File: src/rtl/sb_pkg.sv
package sb_pkg;
  typedef enum logic [2:0] {
    OP_ADD    = 3'd0,
    OP_ADDI   = 3'd1,
    OP_LOAD   = 3'd2,
    OP_STORE  = 3'd3,
    OP_JUMP   = 3'd4,
    OP_BRANCH = 3'd5
  } op_e;

  typedef struct packed {
    logic use_a;
    logic use_b;
    logic rd_mem;
    logic wr_reg;
    logic wr_mem;
  } opinfo_t;

  function automatic opinfo_t classify(input logic [2:0] op);
    opinfo_t r;
    r = '0;
    case (op)
      OP_ADD:    begin r.use_a = 1'b1; r.use_b = 1'b1; r.wr_reg = 1'b1; end
      OP_ADDI:   begin r.use_a = 1'b1; r.wr_reg = 1'b1; end
      OP_LOAD:   begin r.rd_mem = 1'b1; r.wr_reg = 1'b1; end
      OP_STORE:  begin r.use_a = 1'b1; r.wr_mem = 1'b1; end
      OP_BRANCH: begin r.use_a = 1'b1; end
      default:   r = '0;
    endcase
    return r;
  endfunction
endpackage

File: src/rtl/sb_pending.sv
module sb_pending #(
  parameter int DEPTH = 3,
  parameter int ID_W  = 8
) (
  input  logic                       clk,
  input  logic                       rst_n,
  input  logic                       push,
  input  logic                       push_mem,
  input  logic [ID_W-1:0]            push_id,
  input  logic [DEPTH-1:0]           flush,
  output logic [DEPTH-1:0]           live,
  output logic [DEPTH-1:0]           is_mem,
  output logic [DEPTH-1:0][ID_W-1:0] ids
);
  logic [DEPTH-1:0] vld;

  assign live = vld & ~flush;

  for (genvar k = 0; k < DEPTH; k++) begin : g_stage
    if (k == 0) begin : g_head
      always_ff @(posedge clk) begin
        if (!rst_n) vld[0] <= 1'b0;
        else        vld[0] <= push;
        is_mem[0] <= push_mem;
        ids[0]    <= push_id;
      end
    end else begin : g_body
      always_ff @(posedge clk) begin
        if (!rst_n) vld[k] <= 1'b0;
        else        vld[k] <= live[k-1];
        is_mem[k] <= is_mem[k-1];
        ids[k]    <= ids[k-1];
      end
    end
  end

  // nothing pushed means an empty operand-fetch slot next cycle
  p_bubble_r10: assert property (@(posedge clk) disable iff (!rst_n)
    !push |=> !live[0]);
  // a flushed operand-fetch entry never reaches execute
  p_flush_drop_r9: assert property (@(posedge clk) disable iff (!rst_n)
    flush[0] |=> !vld[1]);
  // a live entry advances one stage per edge
  p_advance_r8: assert property (@(posedge clk) disable iff (!rst_n)
    live[0] |=> vld[1]);
endmodule

File: src/rtl/sb_hazard.sv
module sb_hazard #(
  parameter int DEPTH  = 3,
  parameter int ID_W   = 8,
  parameter int REG_W  = 4,
  parameter int ADDR_W = 8
) (
  input  sb_pkg::opinfo_t            info,
  input  logic [REG_W-1:0]           src_a,
  input  logic [REG_W-1:0]           src_b,
  input  logic [ADDR_W-1:0]          addr,
  input  logic [DEPTH-1:0]           live,
  input  logic [DEPTH-1:0]           is_mem,
  input  logic [DEPTH-1:0][ID_W-1:0] ids,
  output logic                       conflict
);
  logic [DEPTH-1:0] hit_a, hit_b, hit_m;

  for (genvar k = 0; k < DEPTH; k++) begin : g_cmp
    assign hit_a[k] = live[k] & ~is_mem[k] & (ids[k] == ID_W'(src_a));
    assign hit_b[k] = live[k] & ~is_mem[k] & (ids[k] == ID_W'(src_b));
    assign hit_m[k] = live[k] &  is_mem[k] & (ids[k] == ID_W'(addr));
  end

  assign conflict = (info.use_a  & (|hit_a))
                  | (info.use_b  & (|hit_b))
                  | (info.rd_mem & (|hit_m));
endmodule

File: src/rtl/decode_interlock.sv
module decode_interlock #(
  parameter int REG_W  = 4,
  parameter int ADDR_W = 8,
  parameter int STAGES = 3
) (
  input  logic              clk,
  input  logic              rst_n,
  input  logic              dec_valid,
  input  logic [2:0]        dec_op,
  input  logic [REG_W-1:0]  dec_src_a,
  input  logic [REG_W-1:0]  dec_src_b,
  input  logic [REG_W-1:0]  dec_dst,
  input  logic [ADDR_W-1:0] dec_addr,
  input  logic [STAGES-1:0] flush,
  output logic              stall
);
  localparam int ID_W = (REG_W > ADDR_W) ? REG_W : ADDR_W;

  sb_pkg::opinfo_t                info;
  logic                           conflict, push;
  logic [ID_W-1:0]                push_id;
  logic [STAGES-1:0]              live, is_mem;
  logic [STAGES-1:0][ID_W-1:0]    ids;

  assign info    = sb_pkg::classify(dec_op);
  assign stall   = dec_valid & conflict;
  assign push    = dec_valid & ~conflict & (info.wr_reg | info.wr_mem);
  assign push_id = info.wr_mem ? ID_W'(dec_addr) : ID_W'(dec_dst);

  sb_pending #(.DEPTH(STAGES), .ID_W(ID_W)) u_pending (
    .clk(clk), .rst_n(rst_n), .push(push), .push_mem(info.wr_mem),
    .push_id(push_id), .flush(flush), .live(live), .is_mem(is_mem), .ids(ids)
  );

  sb_hazard #(.DEPTH(STAGES), .ID_W(ID_W), .REG_W(REG_W), .ADDR_W(ADDR_W)) u_hazard (
    .info(info), .src_a(dec_src_a), .src_b(dec_src_b), .addr(dec_addr),
    .live(live), .is_mem(is_mem), .ids(ids), .conflict(conflict)
  );

  // empty decode slot never stalls
  p_idle_r2: assert property (@(posedge clk) disable iff (!rst_n)
    !dec_valid |-> !stall);
  // jumps never wait on data
  p_jump_free_r7: assert property (@(posedge clk) disable iff (!rst_n)
    (dec_valid && dec_op == 3'd4) |-> !stall);
  // a stall always has a live producer behind it
  p_stall_cause_r8: assert property (@(posedge clk) disable iff (!rst_n)
    stall |-> (|live));
  // the first cycle out of reset has nothing pending
  p_reset_clear_r1: assert property (@(posedge clk) disable iff (!rst_n)
    $rose(rst_n) |-> !stall);
endmodule

File: config.mk
export PLATFORM = sky130hd
export DESIGN_NAME = decode_interlock
export DESIGN_NICKNAME = d
export VERILOG_FILES = /design/src/rtl/sb_pkg.sv /design/src/rtl/sb_pending.sv /design/src/rtl/sb_hazard.sv /design/src/rtl/decode_interlock.sv
export SDC_FILE = /design/constraint.sdc
export NUM_CORES = 1
export LEC_CHECK = 0
export BUFFER_PORTS_ARGS = -buffer_cell sky130_fd_sc_hd__buf_4
export CAP_MARGIN = 30
export CORE_MARGIN = 5
export CORE_UTILIZATION = 35
export CTS_CLUSTER_SIZE = 20
export DETAILED_ROUTE_END_ITERATION = 6
export SLEW_MARGIN = 10
export SYNTH_ARGS = -nofsm -noshare
export SYNTH_HDL_FRONTEND = slang
export SYNTH_HIERARCHICAL = 1
export SYNTH_SLANG_ARGS = --single-unit
File: constraint.sdc
create_clock -name clk -period 1.2 [get_ports clk]
set_input_delay 0.06 -clock clk [delete_from_list [all_inputs] [get_ports clk]]
set_output_delay 0.06 -clock clk [all_outputs]
set_load 0.01 [all_outputs]
* Yosys cells after proc, flatten, opt, wreduce, memory -nomap -nowiden *
Index checks and enable logic that the tools add are counted.
Widths: inputs -> output; s select.

storage, ports and cells
  output and inout bits = 1
  bits of input ports = 29
  word-level logic and storage cells = 65
  bits in registers = 30

cells by class
  reductions and logical operators = 6
  muxes and demuxes = 6
  eq/ne operators = 13
  bitwise logic cells = 30

operator list
  kind                count
  $eq 8x4->1          6
  $eq 8x8->1          3
  $and 1x1->1         21
  $reduce_or 3->1     4
  $eq 3x2->1 const B  2
  $mux 1              5
  $mux 4              1
  $not 1->1           4
  $reduce_or 4->1     1
  $and 3x3->3         1
  $eq 3x1->1 const B  1
  $eq 3x3->1 const B  1
  $logic_not 3->1     1
  $not 3->3           1
  $or 1x1->1          3

* Longest topological paths before layout *
  depth in word-level cells = 11
  mapped depth = 8
  depth with buffers taken out = 8

* Modules after synthesis *
The synthesis kept the hierarchy.

modules (own cells, without submodules)
  module            sequential area each (um^2)  instances  area an instance (um^2)  cells each
  sb_pending        600.6                        1          643.1                    36
  sb_hazard         0.0                          1          641.9                    83
  decode_interlock  0.0                          1          156.4                    18

* Worst setup path before layout *
Ideal clock, no wire load.

  path kind = flip-flop to flip-flop
  start = register u_pending.vld[1]
  end = register u_pending.vld[0]
  setup slack = -0.174 ns
  cell stages (with the launch flop) = 9
  clock period less this slack = 1.374 ns
  arrival = 1.260 ns
  path buffers = 0
  setup time = 0.115 ns
  required time = 1.085 ns
  path through = dfxtp_1 -> nor2b_1 -> nor4b_4 -> nand4_1 -> nor4_1 -> nor3_1 -> nand3_1 -> nor3b_1 -> and2_1

between the ends
  cells in the longest elaborated chain, start to end = 10
  elaborated cells on any way between the ends = 17
  those cells by class = bitwise: 14; reduce/logical: 3

RTL lines
  what                                       line                              RTL
  start, declared                            sb_pending.sv:15                  logic [DEPTH-1:0] vld;
  start signal, assigned by index            sb_pending.sv:30                  else vld[k] <= live[k-1];
  $and 3x3->3 *                              sb_pending.sv:17                  assign live = vld & ~flush;
  via live[1]                                decode_interlock.sv:22            logic [STAGES-1:0] live, is_mem;
  $and 1x1->1                                sb_hazard.sv:19, sb_hazard.sv:20
  $and 1x1->1, on equally long branches      sb_hazard.sv:19, sb_hazard.sv:20
  $reduce_or 3->1, on equally long branches  sb_hazard.sv:24, sb_hazard.sv:25
  $and 1x1->1, on equally long branches      sb_hazard.sv:24, sb_hazard.sv:25
  $or 1x1->1                                 sb_hazard.sv:25                   | (info.use_b & (|hit_b))
  $or 1x1->1 *                               sb_hazard.sv:26                   | (info.rd_mem & (|hit_m));
  via conflict                               decode_interlock.sv:20            logic conflict, push;
  $not 1->1 *                                decode_interlock.sv:27            assign push = dec_valid & ~conflict & (info.wr_reg | info.wr_mem);
  $and 1x1->1 * (2 in series)                decode_interlock.sv:27
  via push                                   decode_interlock.sv:20

Mark *: on every way through the listed nets, which the timed path passes. The rest lies on a longest branch.
A chain may end at the register's enable or synchronous reset.

* Final worst setup path *
  start = register u_pending/ids[0] (netlist bit)
  end = output stall

between the ends
  cells in the longest elaborated chain, start to end = 7
  elaborated cells on any way between the ends = 15
  those cells by class = eq/ne: 3; bitwise: 9; reduce/logical: 3

RTL lines
  what                                       line                              RTL
  start, declared                            sb_pending.sv:13                  output logic [DEPTH-1:0][ID_W-1:0] ids
  $eq 8x4->1, on equally long branches       sb_hazard.sv:19, sb_hazard.sv:20
  $and 1x1->1, on equally long branches      sb_hazard.sv:19, sb_hazard.sv:20
  $reduce_or 3->1, on equally long branches  sb_hazard.sv:24, sb_hazard.sv:25
  $and 1x1->1, on equally long branches      sb_hazard.sv:24, sb_hazard.sv:25
  $or 1x1->1                                 sb_hazard.sv:25
  $or 1x1->1 *                               sb_hazard.sv:26
  via conflict                               decode_interlock.sv:20
  $and 1x1->1 *                              decode_interlock.sv:26            assign stall = dec_valid & conflict;
  end, declared                              decode_interlock.sv:15            output logic stall

Marks and branches as above.

==> results.md <==
- Status: complete, but fails checks
- Violated checks: negative setup slack
- Filler instances: 360
- DRC: 0
- Die width: around 74 um
- I/O pins: 30
- Diode count: 0
- Antenna viol nets, final: 0
- Critical path, cell by cell: xor2_1, nor4_1, o2111ai_1, nand3_1, and2_4, buf_6
- Post-Route Setup TNS: -1.022 ns
- Commonest non-fill, non-tap cell in the layout: buf_4
- Power density over the cells: between 1000 and 1500 nW/um^2
- Detailed Routing Iterations Pass 1: 4
- Vias in the first global route: 1186
- Initial core utilization: 35.91%
- Violation count after the first detailed-route iteration: 35
- Vias/cell: 4.795
- Final worst slack: -0.6121 ns
- GPL Wtd Cong: 0.9525
- Final setup viols: 2
- Non-filler cells, final: roughly 240
- Placed insts: 226
- Max-capacitance violation count: 0
- Fmax: 551.8 MHz
- Leakage power: 0.0007771 uW
- Clk Tree Root Cell: clkbuf_8
- HP Class: in -> reg
- CTS Buffer Depth: 2
- Post-Syn Area: roughly 1400 um^2
- CTS tree: done
- Worst EP required: 1.14 ns
- Clk pin slew, worst setup/hold paths: 0.06 ns
- Period utilization: 151.0%
- Die area: 5485 um^2
- Layout Skew: about 0.0033 ns
- Final hold viol count: 0
- WP depth: 6
- Synthesized net count: 165
- CP arrival: 1.75 ns
- Worst r2r path cells: 7
- Post-layout min period: ~1.8 ns
- Area growth syn-to-layout: 38.68%
- Crit path kind: reg -> out
- Worst stage delay on the critical path: ~0.37 ns
- Post-Syn Area per Cell: 10.56 um^2
- CP Launch Type: flop
- CTS sink cnt: 30
- Detailed placement HPWL: 2787 um
- Layout cell share with drive strength beyond 1: about 36%
- Maximum vdd drop: 0.8856 mV
- Critical Path End Type: output port
- RSZ-0062 raised after global routing: yes
- # rows: 23
- Post-Syn Instances: 136
- CORE AREA: approximately 4000 um^2
- WP buf/inv: 1
- Synthesis Warnings: 6
- Initial antenna violation count: 0
- PortBufs: 29
- Routed vias: around 1100
- Routed WL per cell: 14.27 um
- Crit-path max FO: 4
- Worst slew pin tran: around 0.42 ns
- First-pass GRT wire length: ~5600 um
- CP max-delay cell: dfxtp_1
- Gr usage total: 13.94%
- Hold Path Depth: 2
- Relative slew margins: 71.46%
- H-tree Lvls: 2
- Die H: around 74 um
- Remaining Overflow, GRT: 0
- Leading cell types in the layout, fill and taps excluded: 41 x buf_4, 36 x xnor2_1, 28 x dfxtp_1
- Routed WL: 3411 um
- Pin count of the biggest net entering global routing: 11
- # nets final: 217
- Cell family with most CP delay: simple AND/OR/NAND/NOR gates
- Slew Limit Fails: 0
- Total CTS buffers: 5
- Clk Latency, worst-skew pair: 0.28 ns
-- sequential cells by signal, summed over array words and instances, names as in the netlist --
| signal | flops |
|---|---|
| u_pending/ids | 24 |
| u_pending/vld | 3 |
| u_pending/is_mem | 3 |
-- worst paths after layout --
kind	start	end	slack (ns)
hold reg to reg	u_pending/ids[4]$_DFF_P_	u_pending/ids[12]$_DFF_P_	0.38
setup reg to reg	u_pending/ids[0]$_DFF_P_	u_pending/vld[0]$_SDFF_PN0_	-0.41
hold / removal	dec_dst[1]	u_pending/ids[1]$_DFF_P_	0.01
setup / recovery	u_pending/ids[0]$_DFF_P_	stall	-0.61
-- per-stage QoR --
| stage | worst slack [ns] | total power (uW) | cell area, um^2 | hold slack, ns | utilization, % |
|---|---|---|---|---|---|
| floorplan | -0.1643 | 1303 | 1444 | 0.1873 | - |
| CTS | -0.6364 | 2341 | 1977 | 0.004860 | 49.42 |
| global route | -0.7059 | 2422 | 1992 | 0.009250 | 49.80 |
| finish | -0.6121 | 2312 | 1992 | 0.01106 | 49.80 |
| detailed placement | -0.3595 | 1488 | 1815 | 0.2868 | 45.39 |
| global placement | -0.3175 | 1483 | 1815 | 0.2866 | 45.39 |
-- metal layers --
metal	share of wire, %	track usage [%]	vias up
li1	-	-	574
met1	41	16.42	535
met2	50	22.74	25
met3	5.1	4.324	12
met4	3.3	7.243	0
met5	0	0	-
-- cell type report --
class,instances,area [um^2],area share (%)
flip-flops and latches,30,603.1,30.28
clock inverters,2,12.51,0.6281
repair buffers,46,369.1,18.53
well taps,50,62.56,3.141
multi-input cells,102,850.8,42.71
inverters,3,11.26,0.5653
clock buffers,6,82.58,4.146
-- power breakdown --
part	switching (uW)	internal, uW	total [uW]
combinational	153	225	378
sequential	58.5	1040	1100
clock	372	460	832
-- timing repair --
action	in CTS	in global routing
pin swaps	4	5
hold buffers	3	0
buffers inserted	2	0
resized for setup	5	4
setup endpoints to repair	2	2
endpoints found under the hold margin	3	0
Power figures use the tool's default switching activity.
